--- src/rtl/flash_wc_pkg.sv ---
package flash_wc_pkg;

  typedef enum logic [1:0] {
    ST_IDLE = 2'd0,
    ST_FILL = 2'd1,
    ST_PROG = 2'd2
  } ctlState_e;

  // strobes from control to datapath
  typedef struct packed {
    logic take;   // store accepted and legal
    logic first;  // store opens a new unit
    logic fire;   // store completes the unit
    logic drop;   // discard any partial unit
  } dpCtl_t;

  function automatic logic [3:0] unitBytes(input logic [1:0] code);
    case (code)
      2'd1:    unitBytes = 4'd2;
      2'd2:    unitBytes = 4'd4;
      2'd3:    unitBytes = 4'd8;
      default: unitBytes = 4'd0;
    endcase
  endfunction

  function automatic logic [1:0] maxCode(input logic [1:0] range);
    case (range)
      2'd0:    maxCode = 2'd1;
      2'd1:    maxCode = 2'd2;
      default: maxCode = 2'd3;
    endcase
  endfunction

endpackage

--- src/rtl/flash_wc_dp.sv ---
module flash_wc_dp
  import flash_wc_pkg::*;
#(
  parameter int ADDR_W = 24
) (
  input  logic              clk,
  input  logic              rst_n,
  input  dpCtl_t            ctl,
  input  logic [ADDR_W-1:0] wrAddr,
  input  logic [31:0]       wrData,
  input  logic              beatWide,
  output logic [3:0]        fillCnt,
  output logic [ADDR_W-1:0] baseAddr,
  output logic [ADDR_W-1:0] progAddr,
  output logic [63:0]       progData
);

  logic [63:0] fillBuf;
  logic [63:0] beatVal;
  logic [63:0] nextBuf;
  logic [3:0]  beatBytes;

  always_comb begin
    beatVal   = beatWide ? {32'b0, wrData} : {48'b0, wrData[15:0]};
    beatBytes = beatWide ? 4'd4 : 4'd2;
    nextBuf   = (ctl.first ? 64'b0 : fillBuf) | (beatVal << {fillCnt[2:0], 3'b000});
  end

  always_ff @(posedge clk or negedge rst_n) begin
    if (!rst_n) begin
      fillBuf  <= '0;
      fillCnt  <= '0;
      baseAddr <= '0;
    end else if (ctl.drop) begin
      fillCnt <= '0;
    end else if (ctl.take) begin
      fillBuf <= nextBuf;
      if (ctl.first) baseAddr <= wrAddr;
      fillCnt <= ctl.fire ? 4'd0 : fillCnt + beatBytes;
    end
  end

  always_ff @(posedge clk or negedge rst_n) begin
    if (!rst_n) begin
      progAddr <= '0;
      progData <= '0;
    end else if (ctl.take && ctl.fire) begin
      progData <= nextBuf;
      progAddr <= ctl.first ? wrAddr : baseAddr;
    end
  end

  AST_DROP_CLEARS: assert property (@(posedge clk) disable iff (!rst_n)
    ctl.drop |=> (fillCnt == 4'd0));

  AST_FIRE_CLEARS: assert property (@(posedge clk) disable iff (!rst_n)
    (ctl.take && ctl.fire) |=> (fillCnt == 4'd0));

endmodule

--- src/rtl/flash_wc_ctl.sv ---
module flash_wc_ctl
  import flash_wc_pkg::*;
#(
  parameter int ADDR_W      = 24,
  parameter int PROG_CYCLES = 6
) (
  input  logic              clk,
  input  logic              rst_n,
  input  logic              wrValid,
  input  logic [ADDR_W-1:0] wrAddr,
  input  logic [3:0]        wrStrb,
  input  logic [1:0]        selCode,
  input  logic [1:0]        vRange,
  input  logic [3:0]        fillCnt,
  input  logic [ADDR_W-1:0] baseAddr,
  output dpCtl_t            dpCtl,
  output logic              beatWide,
  output logic              wrReady,
  output logic              progReq,
  output logic [1:0]        progSize,
  output logic              busy,
  output logic              seqErr,
  output logic              parErr
);

  localparam int TMR_W = $clog2(PROG_CYCLES + 1);

  ctlState_e  state;
  logic [TMR_W-1:0] progTmr;
  logic [1:0] heldCode;
  logic [1:0] curCode;
  logic [3:0] ub;
  logic [3:0] bb;
  logic       allowed;
  logic       accept;
  logic       isFirst;
  logic       strbOk;
  logic       beatAlign;
  logic       unitAlign;
  logic       contig;
  logic       fits;
  logic       complete;
  logic       bad;

  always_comb begin
    allowed   = (selCode != 2'd0) && (selCode <= maxCode(vRange));
    isFirst   = (fillCnt == 4'd0);
    curCode   = isFirst ? selCode : heldCode;
    ub        = unitBytes(curCode);
    strbOk    = (wrStrb == 4'b1111) || (wrStrb == 4'b0011);
    beatWide  = (wrStrb == 4'b1111);
    bb        = beatWide ? 4'd4 : 4'd2;
    beatAlign = beatWide ? (wrAddr[1:0] == 2'b00) : (wrAddr[0] == 1'b0);
    unitAlign = (wrAddr[3:0] & (ub - 4'd1)) == 4'd0;
    contig    = (wrAddr == baseAddr + ADDR_W'(fillCnt));
    fits      = ({1'b0, fillCnt} + {1'b0, bb}) <= {1'b0, ub};
    complete  = (fillCnt + bb) == ub;
    bad       = !strbOk || !beatAlign || !fits || (isFirst ? !unitAlign : !contig);
    wrReady   = (state != ST_PROG) && allowed;
    accept    = wrValid && wrReady;
    dpCtl.take  = accept && !bad;
    dpCtl.first = isFirst;
    dpCtl.fire  = accept && !bad && complete;
    dpCtl.drop  = (accept && bad) || !allowed;
    busy        = (state == ST_PROG);
  end

  always_ff @(posedge clk or negedge rst_n) begin
    if (!rst_n) begin
      state    <= ST_IDLE;
      progTmr  <= '0;
      heldCode <= 2'd0;
      progSize <= 2'd0;
      progReq  <= 1'b0;
      seqErr   <= 1'b0;
      parErr   <= 1'b0;
    end else begin
      progReq <= dpCtl.fire;
      seqErr  <= accept && bad;
      parErr  <= !allowed;
      if (dpCtl.take && isFirst) heldCode <= selCode;
      case (state)
        ST_IDLE, ST_FILL: begin
          if (dpCtl.fire) begin
            state    <= ST_PROG;
            progTmr  <= TMR_W'(PROG_CYCLES - 1);
            progSize <= curCode;
          end else if (dpCtl.drop) begin
            state <= ST_IDLE;
          end else if (dpCtl.take) begin
            state <= ST_FILL;
          end
        end
        ST_PROG: begin
          if (progTmr == '0) state <= ST_IDLE;
          else progTmr <= progTmr - 1'b1;
        end
        default: state <= ST_IDLE;
      endcase
    end
  end

  AST_REQ_ONE_CYCLE: assert property (@(posedge clk) disable iff (!rst_n)
    progReq |=> !progReq);

  AST_REQ_WITH_BUSY: assert property (@(posedge clk) disable iff (!rst_n)
    progReq |-> busy);

  AST_STALL_IN_BUSY: assert property (@(posedge clk) disable iff (!rst_n)
    busy |-> !wrReady);

  AST_ERR_NO_REQ: assert property (@(posedge clk) disable iff (!rst_n)
    seqErr |-> !progReq);

  AST_PAR_STALL: assert property (@(posedge clk) disable iff (!rst_n)
    (parErr && $stable(selCode) && $stable(vRange)) |-> !wrReady);

endmodule

--- src/rtl/flash_wc_ctrl.sv ---
module flash_wc_ctrl
  import flash_wc_pkg::*;
#(
  parameter int ADDR_W      = 24,
  parameter int PROG_CYCLES = 6,
  parameter int FIXED_CODE  = 0
) (
  input  logic              clk,
  input  logic              rst_n,
  input  logic              wrValid,
  input  logic [ADDR_W-1:0] wrAddr,
  input  logic [31:0]       wrData,
  input  logic [3:0]        wrStrb,
  output logic              wrReady,
  input  logic [1:0]        unitSel,
  input  logic [1:0]        vRange,
  output logic              progReq,
  output logic [ADDR_W-1:0] progAddr,
  output logic [63:0]       progData,
  output logic [1:0]        progSize,
  output logic              busy,
  output logic              seqErr,
  output logic              parErr
);

  dpCtl_t            dpCtl;
  logic              beatWide;
  logic [3:0]        fillCnt;
  logic [ADDR_W-1:0] baseAddr;
  logic [1:0]        selCode;

  generate
    if (FIXED_CODE != 0) begin : g_fixed
      assign selCode = 2'(FIXED_CODE);
    end else begin : g_select
      assign selCode = unitSel;
    end
  endgenerate

  flash_wc_ctl #(.ADDR_W(ADDR_W), .PROG_CYCLES(PROG_CYCLES)) u_ctl (
    .clk      (clk),
    .rst_n    (rst_n),
    .wrValid  (wrValid),
    .wrAddr   (wrAddr),
    .wrStrb   (wrStrb),
    .selCode  (selCode),
    .vRange   (vRange),
    .fillCnt  (fillCnt),
    .baseAddr (baseAddr),
    .dpCtl    (dpCtl),
    .beatWide (beatWide),
    .wrReady  (wrReady),
    .progReq  (progReq),
    .progSize (progSize),
    .busy     (busy),
    .seqErr   (seqErr),
    .parErr   (parErr)
  );

  flash_wc_dp #(.ADDR_W(ADDR_W)) u_dp (
    .clk      (clk),
    .rst_n    (rst_n),
    .ctl      (dpCtl),
    .wrAddr   (wrAddr),
    .wrData   (wrData),
    .beatWide (beatWide),
    .fillCnt  (fillCnt),
    .baseAddr (baseAddr),
    .progAddr (progAddr),
    .progData (progData)
  );

  AST_ADDR_ALIGNED: assert property (@(posedge clk) disable iff (!rst_n)
    progReq |-> ((progAddr[3:0] & (unitBytes(progSize) - 4'd1)) == 4'd0));

endmodule

--- config.mk ---
export PLATFORM = sky130hd
export DESIGN_NAME = flash_wc_ctrl
export DESIGN_NICKNAME = d
export VERILOG_FILES = /design/src/rtl/flash_wc_pkg.sv /design/src/rtl/flash_wc_dp.sv /design/src/rtl/flash_wc_ctl.sv /design/src/rtl/flash_wc_ctrl.sv
export SDC_FILE = /design/constraint.sdc
export NUM_CORES = 1
export LEC_CHECK = 0
export ABC_AREA = 1
export BUFFER_PORTS_ARGS = -buffer_cell sky130_fd_sc_hd__buf_2
export CAP_MARGIN = 20
export CORE_MARGIN = 2
export CORE_UTILIZATION = 45
export CTS_CLUSTER_DIAMETER = 50
export DETAILED_ROUTE_END_ITERATION = 10
export GPL_ROUTABILITY_DRIVEN = 0
export GPL_TIMING_DRIVEN = 0
export PLACE_DENSITY = 0.68
export SYNTH_ARGS = -nofsm -noshare
export SYNTH_HDL_FRONTEND = slang
export SYNTH_SLANG_ARGS = --single-unit
--- constraint.sdc ---
create_clock -name clk -period 3.8 [get_ports clk]
set_clock_uncertainty 0.15 [all_clocks]
set_input_delay 0.19 -clock clk [delete_from_list [all_inputs] [get_ports clk]]
set_output_delay 0.19 -clock clk [all_outputs]
set_load 0.05 [all_outputs]
==> results of run 1 <==
==> path summary, 6_finish.rpt <==
kind	slack (ns)	to	from	cells after the start
setup reg to reg	0.18	u_dp.fillBuf[13]$_DFFE_PN0P_	u_dp.fillCnt[2]$_DFFE_PN0N_	17
min in group asynchronous	0.18	u_dp.progData[59]$_DFFE_PN0P_	rst_n	2
hold / removal	0.01	u_dp.progAddr[22]$_DFFE_PN0P_	wrAddr[22]	5
hold reg to reg	0.32	u_dp.progAddr[0]$_DFFE_PN0P_	u_dp.progAddr[0]$_DFFE_PN0P_	2
setup / recovery	0.18	u_dp.fillBuf[13]$_DFFE_PN0P_	u_dp.fillCnt[2]$_DFFE_PN0N_	17
max in group asynchronous	2.36	u_dp.fillCnt[3]$_DFFE_PN0N_	rst_n	3
==> sequential cells by signal, summed over array words and instances, names as in the netlist <==
signal          flops
u_dp.fillBuf       64
u_dp.progData      64
u_dp.baseAddr      24
u_dp.progAddr      24
u_ctl.progTmr       3
u_dp.fillCnt        3
u_ctl.heldCode      2
u_ctl.progSize      2
u_ctl.state         2
u_ctl.parErr        1
u_ctl.progReq       1
u_ctl.seqErr        1
==> worst reg2reg max path, cell delays in order (launching register included) <==
cell and delay, ns:
dfrtp_2 0.49, nor2_1 0.21, nand2_4 0.15, buf_4 0.25, o21ai_4 0.20, inv_1 0.09
ha_1 0.19, inv_1 0.07, ha_1 0.25, a21oi_1 0.15, o21ai_0 0.11, a221oi_2 0.32
buf_4 0.18, nand3_4 0.14, buf_6 0.19, buf_2 0.20, nand2_1 0.09, o21ai_1 0.07
==> layout by cell type, fill, tap and decap left out, drive strengths merged <==
| cell | Yosys | routed |
|---|---|---|
| inv | 74 | 80 |
| buf | 34 | 201 |
| nor3 | 3 | 3 |
| nand2 | 363 | 363 |
| nand3 | 44 | 44 |
| o21bai | 1 | 1 |
| dfrtp | 191 | 191 |
| a22oi | 31 | 31 |
| xnor2 | 11 | 11 |
| diode | 0 | 1 |
| xor2 | 11 | 11 |
| o22ai | 8 | 8 |
| mux2i | 16 | 16 |
| a21oi | 11 | 11 |
| fa | 1 | 1 |
| nor2 | 51 | 51 |
| bufinv | 0 | 3 |
| clkinv | 1 | 7 |
| ha | 17 | 17 |
| clkbuf | 30 | 44 |
| o211ai | 1 | 1 |
| nand4 | 9 | 9 |
| dlygate4sd3 | 0 | 21 |
| a221oi | 1 | 1 |
| or2 | 2 | 2 |
| nand3b | 6 | 6 |
| o21ai | 233 | 233 |
| a32oi | 8 | 8 |
==> repair_timing <==
| action | CTS | global route |
|---|---|---|
| setup endpoints to repair | 190 | 178 |
| hold endpoints to repair | 119 | 0 |
| hold buffers | 21 | 0 |
| resized for setup | 11 | 7 |
| pin swaps | 1 | 1 |
| setup buffers | 1 | 3 |
==> area by class of cell <==
class	count	area [um2]	share of cell area
Antenna cell	1	2.50	0.000214
Buffer	62	327	0.0280
Clock buffer	17	425	0.0364
Clock inverter	15	240	0.0206
Inverter	75	283	0.0242
Multi-Input combinational cell	828	4190	0.359
Sequential cell	191	4780	0.409
Tap cell	275	344	0.0295
Timing Repair Buffer	187	1080	0.0927
==> power by group through the flow <==
stage          combinational [mW]  clock [mW]  sequential (mW)
6_report                     1.78        2.00             2.42
3_3_place_gp                 1.68           0             2.44
3_5_place_dp                 1.71           0             2.45
4_1_cts                      1.75        2.02             2.42
5_1_grt                      1.99        2.11             2.45
2_1_floorplan                1.04           0             2.57
==> per-stage QoR <==
step | setup slack [ns] | setup TNS (ns)
after floorplan | 0.260 | 0
after global placement | -0.883 | -297.55
after detailed placement | -0.917 | -153.27
after CTS | 0.0809 | 0
after global routing | 0.00543 | 0
final | 0.181 | 0
==> layer usage <==
metal / vias up / track usage / wire [um]
met5: - / 0 / 0
met1: 4181 / 0.343 / 12100
li1: 4257 / - / -
met2: 325 / 0.422 / 13400
met4: 0 / 0.0892 / 836
met3: 52 / 0.0512 / 1870
==> cell families after synthesis <==
group                      share of synthesized area
and+or+nand+nor                                0.206
AOI/OAI and AO/OA                              0.168
DFF                                            0.500
buffers and inverters                         0.0638
xor gates and xnor gates                      0.0202
adders and majority gates                     0.0244
muxes                                         0.0168
==> flow_metrics.env, run 1 <==
export IMPL_cts_inserted_buffers=17
export IMPL_syn_area_mm2=0.00955
export IMPL_crit_type="reg -> reg"
export IMPL_antenna_found_initial=1
export IMPL_powerDensity_mw_per_mm2=531
export IMPL_setup_violations=0
export IMPL_path_cells="nor2_1 -> nand2_4 -> buf_4 -> o21ai_4 -> inv_1 -> ha_1 -> inv_1 -> ha_1 -> a21oi_1 -> o21ai_0 -> a221oi_2 -> buf_4 -> nand3_4 -> buf_6 -> buf_2 -> nand2_1 -> o21ai_1"
export IMPL_slew_violations=0
export IMPL_via_per_inst=5.34
export IMPL_synth_edff_count=0
export IMPL_crit_family="buffers and inverters"
export IMPL_ys_seq_area_frac=0.500
export IMPL_drc_errors=0
export IMPL_async_reset_ff_frac=1.00
export IMPL_synth_area_leader_cell="dfrtp_1"
export IMPL_nets=1447
export IMPL_p_sw_frac=0.374
export IMPL_placedCellCount=1595
export IMPL_holdWs_ns=0.0132
export IMPL_synth_top_area_frac=0.500
export IMPL_grt_pass1_vias=8466
export IMPL_port_buffers=161
export IMPL_slowest_delay_ns=0.49
export IMPL_yosysMostFrequentCell="nand2_1"
export IMPL_dp_hpwl_um=20800
export IMPL_die_x_um=150
export IMPL_cap_violations=0
export IMPL_synth_cells=1158
export IMPL_cts_root_buf="clkbuf_16"
export IMPL_rows=53
export IMPL_overflow=0
export IMPL_finalPower_mw=6.20
export IMPL_fin_cells=1651
export IMPL_cp_slowest_cell="dfrtp_2"
export IMPL_vias=8815
export IMPL_final_hold_viol_count=0
export IMPL_synth_area_per_cell_um2=8.25
export IMPL_cts_tree="built"
export IMPL_clockPowerShare=0.323
export IMPL_worst_ep_required_time_ns=3.96
export IMPL_seqPwrFrac=0.390
export IMPL_clk_latency_ns=0.44
export IMPL_core_area_mm2=0.0210
export IMPL_area_growth_pct=22.3
export IMPL_cp_buffers_inverters=6
export IMPL_critPathLaunchType="register"
export IMPL_ys_ff_latch=191
export IMPL_ys_types=36
export IMPL_finalCriticalPeriod_ns=3.62
export IMPL_status="finished, final reports clean"
export IMPL_period_share=0.952
export IMPL_fp_dieArea_mm2=0.0224
export IMPL_routed_wl_um=28200
export IMPL_critical_path_endpoint_type="register"
export IMPL_post_dp_cell_area_mm2=0.0107
export IMPL_grt_pass1_wl_um=44700
export IMPL_yosys_warnings=0
export IMPL_final_area_mm2=0.0117
export IMPL_fp_dieH_um=150
export IMPL_power_leakage_nw=5.73
export IMPL_clock_sinks=191
export IMPL_pin_count=162
export IMPL_grt_max_degree=109
export IMPL_ant_nets=0
export IMPL_netlist_top_cells_count="356 x nand2_1, 191 x dfrtp_1, 166 x o21ai_1, 68 x inv_1, 67 x o21ai_0"
export IMPL_grt_setup_unrepaired="no"
export IMPL_hold_class="in -> reg"
export IMPL_postLayoutCoreUtil=0.557
export IMPL_fillers=1967
export IMPL_slew_headroom=0.423
export IMPL_fmax_mhz=276
export IMPL_tightestPinTransition_ns=0.857
export IMPL_peakVddDrop_mv=0.333
export IMPL_drt_initial_drc_count=736
export IMPL_syn_nets=1243
export IMPL_drive_above_1_share=0.194
export IMPL_ys_flop_type="dfrtp_1"
export IMPL_grt_usage=0.258
export IMPL_wl_per_cell_um=17.1
export IMPL_worstPathMaxFanout=10
export IMPL_cts_buffer_depth=2
export IMPL_initial_core_util=0.456
export IMPL_drt_pass1_iter_count=7
export IMPL_synthTopCellsByArea="dfrtp_1 50%, nand2_1 14%, o21ai_1 8.7%"
export IMPL_internal_power_mw=3.88
export IMPL_power_frac_comb=0.287
export IMPL_htreeDepth=4
export IMPL_p_switching_mw=2.32
export IMPL_clk_pin_slew_ns=0.08
export IMPL_arrival_ns=3.78
No activity file was read; power rests on OpenSTA's default activity.
==> run 2: changes to the inputs <==
Settings changed: CORE_UTILIZATION 45 to 53, CTS_BUF_LIST from default to sky130_fd_sc_hd__clkbuf_8, PLACE_DENSITY 0.68 to 0.78.
==> run 2 against run 1 <==
Sequential share of layout area is 0.67 points higher. Final area is 1.6% lower. First-iteration DRC count is 17% higher. Critical path depth down 2. Combinational power barely moved. Clock-buffer cell count stayed put.
==> flow_metrics.env, run 2 (synthesized netlist as in run 1, its figures left out) <==
export IMPL_cap_violations=0
export IMPL_overflow=0
export IMPL_critPathLaunchType="register"
export IMPL_grt_pass1_vias=8708
export IMPL_core_area_mm2=0.0178
export IMPL_crit_family="buffers and inverters"
export IMPL_pin_count=162
export IMPL_hold_class="in -> reg"
export IMPL_layout_common_cells="355 x nand2_1, 188 x dfrtp_1, 183 x buf_2"
export IMPL_rows=49
export IMPL_drc_errors=0
export IMPL_fmax_mhz=282
export IMPL_area_growth_pct=20.3
export IMPL_grt_max_degree=105
export IMPL_period_share=0.933
export IMPL_cts_tree="built"
export IMPL_finalCriticalPeriod_ns=3.55
export IMPL_wl_per_cell_um=16.8
export IMPL_clk_pin_slew_ns=0.11
export IMPL_cp_slowest_cell="dfrtp_2"
export IMPL_cts_inserted_buffers=17
export IMPL_tightestPinTransition_ns=0.887
export IMPL_antenna_found_initial=0
export IMPL_fp_dieH_um=138
export IMPL_nets=1461
export IMPL_initial_core_util=0.535
export IMPL_cp_buffers_inverters=5
export IMPL_via_per_inst=5.55
export IMPL_fin_setup_tns_ns=0
export IMPL_slew_violations=0
export IMPL_clock_sinks=191
export IMPL_die_x_um=138
export IMPL_grt_usage=0.287
export IMPL_reg_top3="u_dp.fillBuf (64), u_dp.progData (64)"
export IMPL_powerDensity_mw_per_mm2=486
export IMPL_peakVddDrop_mv=0.342
export IMPL_worst_ep_required_time_ns=4.03
export IMPL_slowest_delay_ns=0.49
export IMPL_worstPathMaxFanout=10
export IMPL_cts_root_buf="clkbuf_8"
export IMPL_routed_wl_um=27300
export IMPL_post_dp_cell_area_mm2=0.0107
export IMPL_status="finished, final reports clean"
export IMPL_drt_pass1_iter_count=6
export IMPL_slew_headroom=0.409
export IMPL_drt_initial_drc_count=858
export IMPL_setup_violations=0
export IMPL_ant_nets=0
export IMPL_drive_above_1_share=0.193
export IMPL_grt_pass1_wl_um=44200
export IMPL_layout_commonest_cell="nand2_1"
export IMPL_port_buffers=161
export IMPL_fp_dieArea_mm2=0.0191
export IMPL_vias=8990
export IMPL_path_cells="nor2_1 -> nand2_2 -> buf_4 -> o21ai_2 -> inv_1 -> ha_1 -> ha_1 -> nand3_1 -> a221oi_2 -> buf_4 -> nand4_2 -> clkbuf_4 -> buf_2 -> nand3b_1 -> nand2_1"
export IMPL_htreeDepth=4
export IMPL_power_leakage_nw=5.68
export IMPL_cts_buffer_depth=2
export IMPL_final_hold_viol_count=0
export IMPL_critical_path_endpoint_type="register"
export IMPL_dp_hpwl_um=20100
export IMPL_grt_setup_unrepaired="no"
export IMPL_final_area_mm2=0.0115
export IMPL_crit_type="reg -> reg"
export IMPL_arrival_ns=3.77
export IMPL_clk_latency_ns=0.48
## run 2: cell types whose count changed in the layout (fill, tap and decap cells not counted), moves of 2 or more
cell	delta
clkbuf_16	-17
clkbuf_8	+17
dlygate4sd3_1	+11
buf_4	+4
buf_2	-2
bufinv_16	-2
clkbuf_2	-2
clkbuf_4	+2
clkinv_8	-2
## run 2: worst min-delay path, cell delays in order
cell	delay [ns]
buf_2	0.12
inv_1	0.08
nand2_1	0.05
o21ai_0	0.11
o21ai_1	0.09
## run 2: report_power, final
part | switching (mW) | internal, mW | total [mW]
registers | 0.177 | 2.24 | 2.42
clock network | 0.817 | 0.554 | 1.37
logic | 1.22 | 0.581 | 1.80
total | 2.21 | 3.37 | 5.59
## run 2: cell type report
| class | instances | area (um2) |
|---|---|---|
| diodes | 1 | 2.50 |
| plain buffers | 61 | 325 |
| clock buffers | 17 | 234 |
| clock inverters | 15 | 175 |
| fillers | 1534 | 6350 |
| inverters | 75 | 283 |
| multi-input cells | 828 | 4180 |
| flip-flops and latches | 191 | 4780 |
| well taps | 229 | 287 |
| repair buffers | 202 | 1220 |
## run 2: metrics by stage
step | hold WS (ns) | util | cells | setup slack (ns) | total power, mW
2_1_floorplan | -0.256 | - | 1158 | 0.260 | 3.61
3_3_place_gp | 0.294 | 0.597 | 1548 | -0.767 | 4.10
3_5_place_dp | 0.0940 | 0.599 | 1549 | -0.857 | 4.14
4_1_cts | 0.0205 | 0.640 | 1611 | 0.00622 | 5.54
5_1_grt | 0.0435 | 0.644 | 1618 | 0.0353 | 5.91
6_report | 0.0430 | 0.644 | 1619 | 0.255 | 5.59
## run 2: path summary, 6_finish.rpt
path                                              start                             to  slack (ns)  cells past startpoint
setup / recovery            u_dp.fillCnt[2]$_DFFE_PN0N_    u_dp.fillCnt[1]$_DFFE_PN0N_        0.25                     15
hold / removal                                wrAddr[1]   u_dp.progAddr[1]$_DFFE_PN0P_        0.04                      5
setup reg to reg            u_dp.fillCnt[2]$_DFFE_PN0N_    u_dp.fillCnt[1]$_DFFE_PN0N_        0.25                     15
hold reg to reg            u_dp.progAddr[0]$_DFFE_PN0P_   u_dp.progAddr[0]$_DFFE_PN0P_        0.33                      2
max in group asynchronous                         rst_n  u_dp.baseAddr[12]$_DFFE_PN0P_        2.43                      3
min in group asynchronous                         rst_n   u_dp.fillBuf[59]$_DFFE_PN0P_        0.13                      2
## run 2: repair_timing
action                                 4_1_cts  5_1_grt
setup endpoints to repair                  190      185
gates resized for setup                     11        5
hold buffers                                32        0
buffers inserted                             0        8
endpoints found under the hold margin      146        0
pin swaps                                    0        2
## run 2: metal layers
layer / global-route usage / vias up / wire, um
met3: 0.0578 / 65 / 2060
met1: 0.384 / 4238 / 11300
met4: 0.111 / 0 / 956
met2: 0.466 / 398 / 13000
met5: 0 / - / 0
li1: - / 4289 / -
